**config.mk**
```make
export PLATFORM = sky130hd
export DESIGN_NAME = dim_gen_top
export DESIGN_NICKNAME = d
export VERILOG_FILES = /design/src/rtl/dim_gen_pkg.sv /design/src/rtl/dim_step_timer.sv /design/src/rtl/dim_channel.sv /design/src/rtl/dim_gen_top.sv
export SDC_FILE = /design/constraint.sdc
export NUM_CORES = 1
export LEC_CHECK = 0
export CORE_MARGIN = 1.5
export CORE_UTILIZATION = 59
export DETAILED_ROUTE_END_ITERATION = 7
export DONT_BUFFER_PORTS = 1
export PLACE_DENSITY = 0.75
export SLEW_MARGIN = 20
export SYNTH_ARGS = -nofsm -noshare
export SYNTH_HDL_FRONTEND = slang
export SYNTH_SLANG_ARGS = --single-unit
```
**constraint.sdc**
```tcl
create_clock -name clk_i -period 3.7 [get_ports clk_i]
set_clock_uncertainty 0.15 [all_clocks]
set_input_delay 0.74 -clock clk_i [delete_from_list [all_inputs] [get_ports clk_i]]
set_output_delay 0.74 -clock clk_i [all_outputs]
set_load 0.03 [all_outputs]
```
**src/rtl/dim_gen_pkg.sv**
```systemverilog
package dim_gen_pkg;
  typedef enum logic [1:0] {
    MODE_DIRECT  = 2'd0,
    MODE_SIMUL   = 2'd1,
    MODE_STAGGER = 2'd2,
    MODE_DC      = 2'd3
  } dim_mode_e;
endpackage

```
**src/rtl/dim_step_timer.sv**
```systemverilog
module dim_step_timer #(
  parameter int STEP_W = 16,
  parameter int SLOT_W = 8
) (
  input  logic              clk_i,
  input  logic              rst_ni,
  input  logic              enable_i,
  input  logic [STEP_W-1:0] step_len_i,
  output logic [SLOT_W-1:0] slot_o,
  output logic              period_end_o
);
  localparam logic [SLOT_W-1:0] SLOT_LAST = '1;

  logic [STEP_W-1:0] pre_q;
  logic [SLOT_W-1:0] slot_q;
  logic [STEP_W-1:0] step_last;
  logic              step_done;

  assign step_last    = (step_len_i == '0) ? '0 : step_len_i - 1'b1;
  assign step_done    = (pre_q >= step_last);
  assign period_end_o = enable_i && step_done && (slot_q == SLOT_LAST);
  assign slot_o       = slot_q;

  always_ff @(posedge clk_i or negedge rst_ni) begin
    if (!rst_ni) begin
      pre_q  <= '0;
      slot_q <= '0;
    end else if (!enable_i) begin
      pre_q  <= '0;
      slot_q <= '0;
    end else if (step_done) begin
      pre_q  <= '0;
      slot_q <= slot_q + 1'b1;
    end else begin
      pre_q  <= pre_q + 1'b1;
    end
  end

  // step index advances by one at each step end, wrapping at the top
  p_slot_adv_r2: assert property (@(posedge clk_i) disable iff (!rst_ni)
    (enable_i && step_done) |=> (slot_q == SLOT_W'($past(slot_q) + 1'b1)));

  // disabled cycle restarts the period
  p_restart_r9: assert property (@(posedge clk_i) disable iff (!rst_ni)
    !enable_i |=> (slot_q == '0 && pre_q == '0));
endmodule

```
**src/rtl/dim_channel.sv**
```systemverilog
module dim_channel
  import dim_gen_pkg::*;
#(
  parameter int SLOT_W = 8,
  parameter int OFFSET = 0
) (
  input  logic              enable_i,
  input  dim_mode_e         mode_i,
  input  logic [SLOT_W-1:0] slot_i,
  input  logic [SLOT_W-1:0] brt_i,
  input  logic              pwm_i,
  input  logic              off_i,
  output logic              on_o
);
  localparam logic [SLOT_W-1:0] OFF_STEPS = SLOT_W'(OFFSET);
  localparam logic [SLOT_W-1:0] FULL      = '1;

  logic [SLOT_W-1:0] rel_stag;
  logic              hit_simul;
  logic              hit_stag;
  logic              raw;

  assign rel_stag  = slot_i - OFF_STEPS;
  assign hit_simul = (brt_i == FULL) || (slot_i < brt_i);
  assign hit_stag  = (brt_i == FULL) || (rel_stag < brt_i);

  always_comb begin
    unique case (mode_i)
      MODE_DIRECT:  raw = pwm_i;
      MODE_SIMUL:   raw = hit_simul;
      MODE_STAGGER: raw = hit_stag;
      default:      raw = 1'b1;
    endcase
  end

  assign on_o = enable_i && !off_i && raw;
endmodule

```
**src/rtl/dim_gen_top.sv**
```systemverilog
module dim_gen_top
  import dim_gen_pkg::*;
#(
  parameter int NUM_CH     = 8,
  parameter int BRT_W      = 8,
  parameter int STEP_W     = 16,
  parameter int PHASE_STEP = 2
) (
  input  logic              clk_i,
  input  logic              rst_ni,
  input  logic              enable_i,
  input  logic [1:0]        mode_i,
  input  logic [BRT_W-1:0]  brightness_i,
  input  logic [STEP_W-1:0] step_len_i,
  input  logic              pwm_i,
  input  logic [NUM_CH-1:0] fault_i,
  output logic [NUM_CH-1:0] ch_en_o,
  output logic [BRT_W-1:0]  level_o
);
  localparam logic [BRT_W-1:0] FULL = '1;

  dim_mode_e         mode;
  logic [BRT_W-1:0]  slot;
  logic              period_end;
  logic [BRT_W-1:0]  brt_q;
  logic [NUM_CH-1:0] fault_q;
  logic [NUM_CH-1:0] off_mask;

  assign mode     = dim_mode_e'(mode_i);
  assign off_mask = fault_q | fault_i;

  dim_step_timer #(.STEP_W(STEP_W), .SLOT_W(BRT_W)) u_timer (
    .clk_i       (clk_i),
    .rst_ni      (rst_ni),
    .enable_i    (enable_i),
    .step_len_i  (step_len_i),
    .slot_o      (slot),
    .period_end_o(period_end)
  );

  // brightness sampled only at period boundary or while idle
  always_ff @(posedge clk_i or negedge rst_ni) begin
    if (!rst_ni)                      brt_q <= FULL;
    else if (!enable_i || period_end) brt_q <= brightness_i;
  end

  // sticky fault mask, cleared only by reset
  always_ff @(posedge clk_i or negedge rst_ni) begin
    if (!rst_ni) fault_q <= '0;
    else         fault_q <= fault_q | fault_i;
  end

  for (genvar k = 0; k < NUM_CH; k++) begin : g_ch
    dim_channel #(.SLOT_W(BRT_W), .OFFSET(PHASE_STEP * k)) u_ch (
      .enable_i(enable_i),
      .mode_i  (mode),
      .slot_i  (slot),
      .brt_i   (brt_q),
      .pwm_i   (pwm_i),
      .off_i   (off_mask[k]),
      .on_o    (ch_en_o[k])
    );

    // a flagged channel stays dark afterwards
    p_fault_hold_r10: assert property (@(posedge clk_i) disable iff (!rst_ni)
      fault_i[k] |=> !ch_en_o[k]);
  end

  always_comb begin
    if (!enable_i)            level_o = '0;
    else if (mode == MODE_DC) level_o = brt_q;
    else                      level_o = FULL;
  end

  // latched brightness holds between period boundaries
  p_brt_hold_r8: assert property (@(posedge clk_i) disable iff (!rst_ni)
    (enable_i && !period_end) |=> $stable(brt_q));
endmodule

```
; Word level (Yosys, flattened, before mapping)
; Index checks and enable logic that the tools add are counted.
[word_totals]
regBits = 40
latch_bits = 0
ramBits = 0
rom_bits = 0
inputBits = 38
out_inout_bits = 16
memories = 0
[classes]
n_addsub = 10
mul = 0
n_div = 0
magnitude_cmp = 9
n_eq_ne = 6
shifts = 0
n_mux = 15
bitwise_logic = 1
reduce_logical = 39
[ops]
columns = operator, count
row1 = $lt 8x8->1, 8
row2 = $mux 16, 3
row3 = $mux 8, 4
row4 = $sub 8x4->8 const B, 4
row5 = $pmux 1 s3, 7
row6 = $logic_and 1x1->1, 18
row7 = $add 16x1->16 const B, 1
row8 = $eq 8x8->1 const B, 2
row9 = $ge 16x16->1, 1
row10 = $logic_not 16->1, 1
row11 = $sub 16x1->16 const B, 1
row12 = $sub 8x3->8 const B, 2
row13 = $logic_not 1->1, 9
row14 = $logic_or 1x1->1, 9
row15 = $add 8x1->8 const B, 1
row16 = $or 8x8->8, 1
row17 = $sub 8x2->8 const B, 1
row18 = $eq 2x2->1 const B, 2
row19 = $eq 2x1->1 const B, 1
row20 = $logic_not 2->1, 1
row21 = $ne 2x1->1 const B, 1
row22 = $pmux 1 s2, 1
row23 = $reduce_or 2->1, 1

; Logic depth before layout (Yosys ltp)
[depth]
word_depth = 6
mapped_depth = 15
depth_no_buf = 13

; Hierarchy
; Synthesis repeated with hierarchy kept, for this count alone.
[unflattened]
hier_cells = 755
area_unflattened_um2 = 6351.1
[modules_own_cells]
columns = module, instances, cells_per_inst, area_per_inst_um2
row1 = dim_step_timer, 1, 222, 1848.0
row2 = dim_gen_top, 1, 44, 680.7
row3 = dim_channel (g_ch[5].u_ch), 1, 68, 551.8
row4 = dim_channel (g_ch[7].u_ch), 1, 64, 533.0
row5 = dim_channel (g_ch[3].u_ch), 1, 64, 525.5
row6 = dim_channel (g_ch[1].u_ch), 1, 68, 514.2
row7 = dim_channel (g_ch[2].u_ch), 1, 66, 499.2
row8 = dim_channel (g_ch[6].u_ch), 1, 63, 491.7
row9 = dim_channel (g_ch[4].u_ch), 1, 62, 457.9
row10 = dim_channel (g_ch[0].u_ch), 1, 34, 249.0

; Worst setup path before layout
; Ideal clock, no wire load.
[synth_path]
path_type = in2reg
from = input step_len_i[7]
to = register brt_q[0]
setup_ps = 82
arrival_ps = 3855
path_slack_ps = -387
cell_stages = 14
n_path_buf = 1
path_cell_list = nor4_1 and3_1 nand2_1 or3_1 xnor2_1 nand2_1 ha_1 and4_1 nand4_1 o31a_1 and3_1 buf_6 o31ai_4 mux2_2
[synth_between]
elab_chain_cells = 6
elab_cells_between_ends = 7
[synth_lines]
columns = item, line
row1 = "start, declared", dim_gen_top.sv:14  ; input logic [STEP_W-1:0] step_len_i,
row2 = $sub 16x1->16 / $logic_not 16->1 (equally long branches), dim_step_timer.sv:19  ; assign step_last = (step_len_i == '0) ? '0 : step_len_i - 1'b1;
row3 = $mux 16 (*), dim_step_timer.sv:19
row4 = $ge 16x16->1 (*), dim_step_timer.sv:20  ; assign step_done = (pre_q >= step_last);
row5 = $logic_and 1x1->1 (*) (2 in a row), dim_step_timer.sv:21  ; assign period_end_o = enable_i && step_done && (slot_q == SLOT_LAST);
row6 = $logic_or 1x1->1 (*), dim_gen_top.sv:44  ; else if (!enable_i || period_end) brt_q <= brightness_i;
row7 = "end signal, assigned", dim_gen_top.sv:44
row8 = "end, declared", dim_gen_top.sv:25  ; logic [BRT_W-1:0] brt_q;
; Mark *: on every way between the ends. The rest lies on a longest branch, timed or not.
; A chain may end at the register's enable or synchronous reset.

; Final worst setup path
[layout_path]
from = register u_timer.slot_q[3], in the netlist u_timer.slot_o[3]
to = output ch_en_o[5]
[layout_between]
elab_chain_cells = 5
elab_cells_between_ends = 7
[layout_lines]
columns = item, line
row1 = "start, declared", dim_step_timer.sv:15  ; logic [SLOT_W-1:0] slot_q;
row2 = "start signal, assigned", dim_step_timer.sv:33  ; slot_q <= slot_q + 1'b1;
row3 = $sub 8x4->8, dim_channel.sv:23  ; assign rel_stag = slot_i - OFF_STEPS;
row4 = $lt 8x8->1, dim_channel.sv:25  ; assign hit_stag = (brt_i == FULL) || (rel_stag < brt_i);
row5 = $logic_or 1x1->1, dim_channel.sv:25
row6 = $pmux 1 s3 (*), dim_channel.sv:28  ; unique case (mode_i)
row7 = $logic_and 1x1->1 (*), dim_channel.sv:36  ; assign on_o = enable_i && !off_i && raw;
row8 = "end, declared", dim_gen_top.sv:17  ; output logic [NUM_CH-1:0] ch_en_o,
; Marked as above.

==> qor.txt <==
status - finished clean
Final ANT Viol Nets - 0
min Tclk post-route - 3600 ps
# IOs - 54
Yosys cell types - 45
crit-path max FO - 10
Post-DP HPWL - 7640 um
Post-Syn Area - 4240 um^2
Tcrit/Tclk final - 97.3%
Seq/Total Area, Yosys - 23.8%
Setup crit end kind - output port
CTS tree - built
pwr/cell area - 212 nW/um^2
DR WL/cell - 15.6 um
Post-synth EDFFs - 0
WL final - 9880 um
Crit Reg-Reg Startpoint - u_timer.pre_q[11]
R2R Setup Slk - 1050 ps
worst slack at placement - -305 ps
H-tree depth - 2
unrepaired setup endpoints after global routing - no
peak supply drop - 0.282 mV
antenna violations before repair - 0
Initial DRC Count - 148
Mapped Avg Cell Area - 8.57 um^2
worst rel slew slack - 60.0%
Synth-to-Final Area Change - 14.7%
Antenna Cells - 0
top_reg_cell synth - dfrtp_1
Arr. time, crit path - 2710 ps
Die Y - 87.8 um
number of max-cap violations - 0
final setup vio count - 0
Post-Syn Nets - 614
CTS Buf Count - 5
Final nets - 655
share of layout cells above drive strength 1 - 20.9%
Static Leak - 2.26 nW
Clock Latency Late Sink - 310 ps
vias per cell - 5.71
max-slew violations - 0
largest net degree at the start of global routing - 33
commonest non-fill, non-tap cell in the layout - ha_1
Worst Hold Class - in -> async
DRC - 0
via count - 3614
Routability Congestion - 0.879
CTS max path bufs - 2
clk sinks - 40
Post-Syn Instances - 495
flops & latches, synth - 40
vias in the first global route - 3480
Final WS setup - 98.4 ps
global-route wire length before repair - 15900 um
Fmax achieved - 0.278 GHz
Yosys warnings - 0
final core utilization - 70.8%
Critical Path RT - 2810 ps
Worst-path clk slew - 70 ps
gr usage total - 26.5%
port bufs - 0
CP startpoint - u_timer.slot_o[3]
commonest cells after routing, fill and taps aside - 75 x ha_1, 56 x nand2_1, 50 x buf_4, 36 x nor2_1, 33 x a21oi_1
row cnt - 30
placeable core area - 6870 um^2
die width - 87.8 um
Final Hold Viols - 0
Clk Tree Root Cell - clkbuf_8
Post-synth ARST share - 100%
Least-Margin Pin Slew - 600 ps
crit start category - flop
Initial Utilization - 61.7%
TritonRoute pass-1 iters - 4
die area - 7710 um^2
Crit Path Class - reg -> out
grt ovf - 0
-- cells in the mapped netlist (2+ instances only) --
library cell	count	area share [%]
ha_1	81	24
nand2_1	57	5.0
nor2_1	37	3.3
a21oi_1	35	4.1
dfrtp_1	32	19
xnor2_1	28	5.8
xor2_1	28	5.8
inv_1	26	2.3
nand4_1	17	2.5
nand3_1	13	1.5
o21ai_0	13	1.5
a21boi_0	11	1.9
nor2b_1	10	1.5
buf_4	8	1.4
clkbuf_1	8	0.71
dfstp_2	8	5.0
mux2_2	8	2.1
or2_2	8	1.2
nor3_1	7	0.83
nand2b_1	6	0.89
o211ai_1	6	1.1
and3_1	5	0.74
mux2i_1	5	1.2
a211o_1	3	0.62
a211oi_1	3	0.53
a21o_1	3	0.53
and4_1	3	0.62
nor4_1	3	0.44
or3_1	3	0.44
and2_1	2	0.29
buf_1	2	0.18
nor3b_1	2	0.35
o31ai_1	2	0.35
-- timing repair --
| action | 4_1_cts | 5_1_grt |
|---|---|---|
| endpoints found under the hold margin | 32 | 0 |
| endpoints found under the setup margin | 2 | 33 |
| resized for setup | 2 | 22 |
| gates cloned | 0 | 0 |
| pin swaps | 1 | 6 |
| hold buffers | 1 | 0 |
| buffers inserted | 2 | 4 |
-- through the flow --
step                      area (um^2)  hold WS [ps]  instances  power (W)  setup TNS, ps
after floorplan                  4290           274        495   0.000641          -1490
after global placement           4640           282        618   0.000702          -2510
after detailed placement         4640           284        618   0.000714          -4640
after CTS                        4770           110        629    0.00104              0
after global routing             4870           116        633    0.00109              0
final                            4870           105        633    0.00103              0
-- logic make-up (layout without fill, tap and decap cells) --
family | Yosys count | count (layout) | synth area share [%]
XOR/XNOR | 56 | 56 | 11.6
AND/OR/NAND/NOR | 175 | 175 | 20.0
multiplexers | 13 | 13 | 3.30
adder cells (fa/ha/maj) | 81 | 81 | 23.9
buffers and inverters | 46 | 88 | 4.96
AO/OA/AOI/OAI | 84 | 84 | 12.5
flip-flops | 40 | 40 | 23.8
-- area by class of cell --
class | count | area [um^2]
Timing Repair Buffer | 53 | 418
Inverter | 27 | 105
Clock inverter | 1 | 7.51
Clock buffer | 7 | 86.3
Tap cell | 96 | 120
Fill cell | 549 | 2000
Multi-Input combinational cell | 409 | 3120
Sequential cell | 40 | 1010
-- worst max-delay path, cell delays in order (launching register included) --
cell and delay, ps:
dfrtp_1 360, buf_4 200, ha_2 250, nor2b_1 180, nor2_1 70, xor2_1 140, ha_1 300, a21oi_1 180
nor2b_1 70, o21ai_0 160, o211ai_1 150, a21oi_1 160, buf_4 170
-- path summary, 6_finish.rpt --
check	to	cells past startpoint
min	fault_q[0]	1
min in group clk_i	fault_q[0]	1
max reg2reg	u_timer.slot_o[6]	8
max in group asynchronous	u_timer.pre_q[3]	1
max	ch_en_o[5]	12
min reg2reg	fault_q[0]	1
-- routing by layer --
layer,routed length [um],GRT usage (%)
met5,0,0
met4,99,8.37
met3,497,5.00
met2,4650,43.0
met1,4630,35.8
-- where the power goes --
| group | switching, W | total (W) | internal (W) |
|---|---|---|---|
| clock network | 0.000159 | 0.000310 | 0.000151 |
| logic | 0.000145 | 0.000255 | 0.000110 |
| registers | 0.0000124 | 0.000468 | 0.000455 |
-- sequential cells by signal (all words and copies together), names as in the netlist --
signal          count
u_timer.pre_q      16
brt_q               8
fault_q             8
u_timer.slot_o      8
Power figures use the tool's default switching activity.
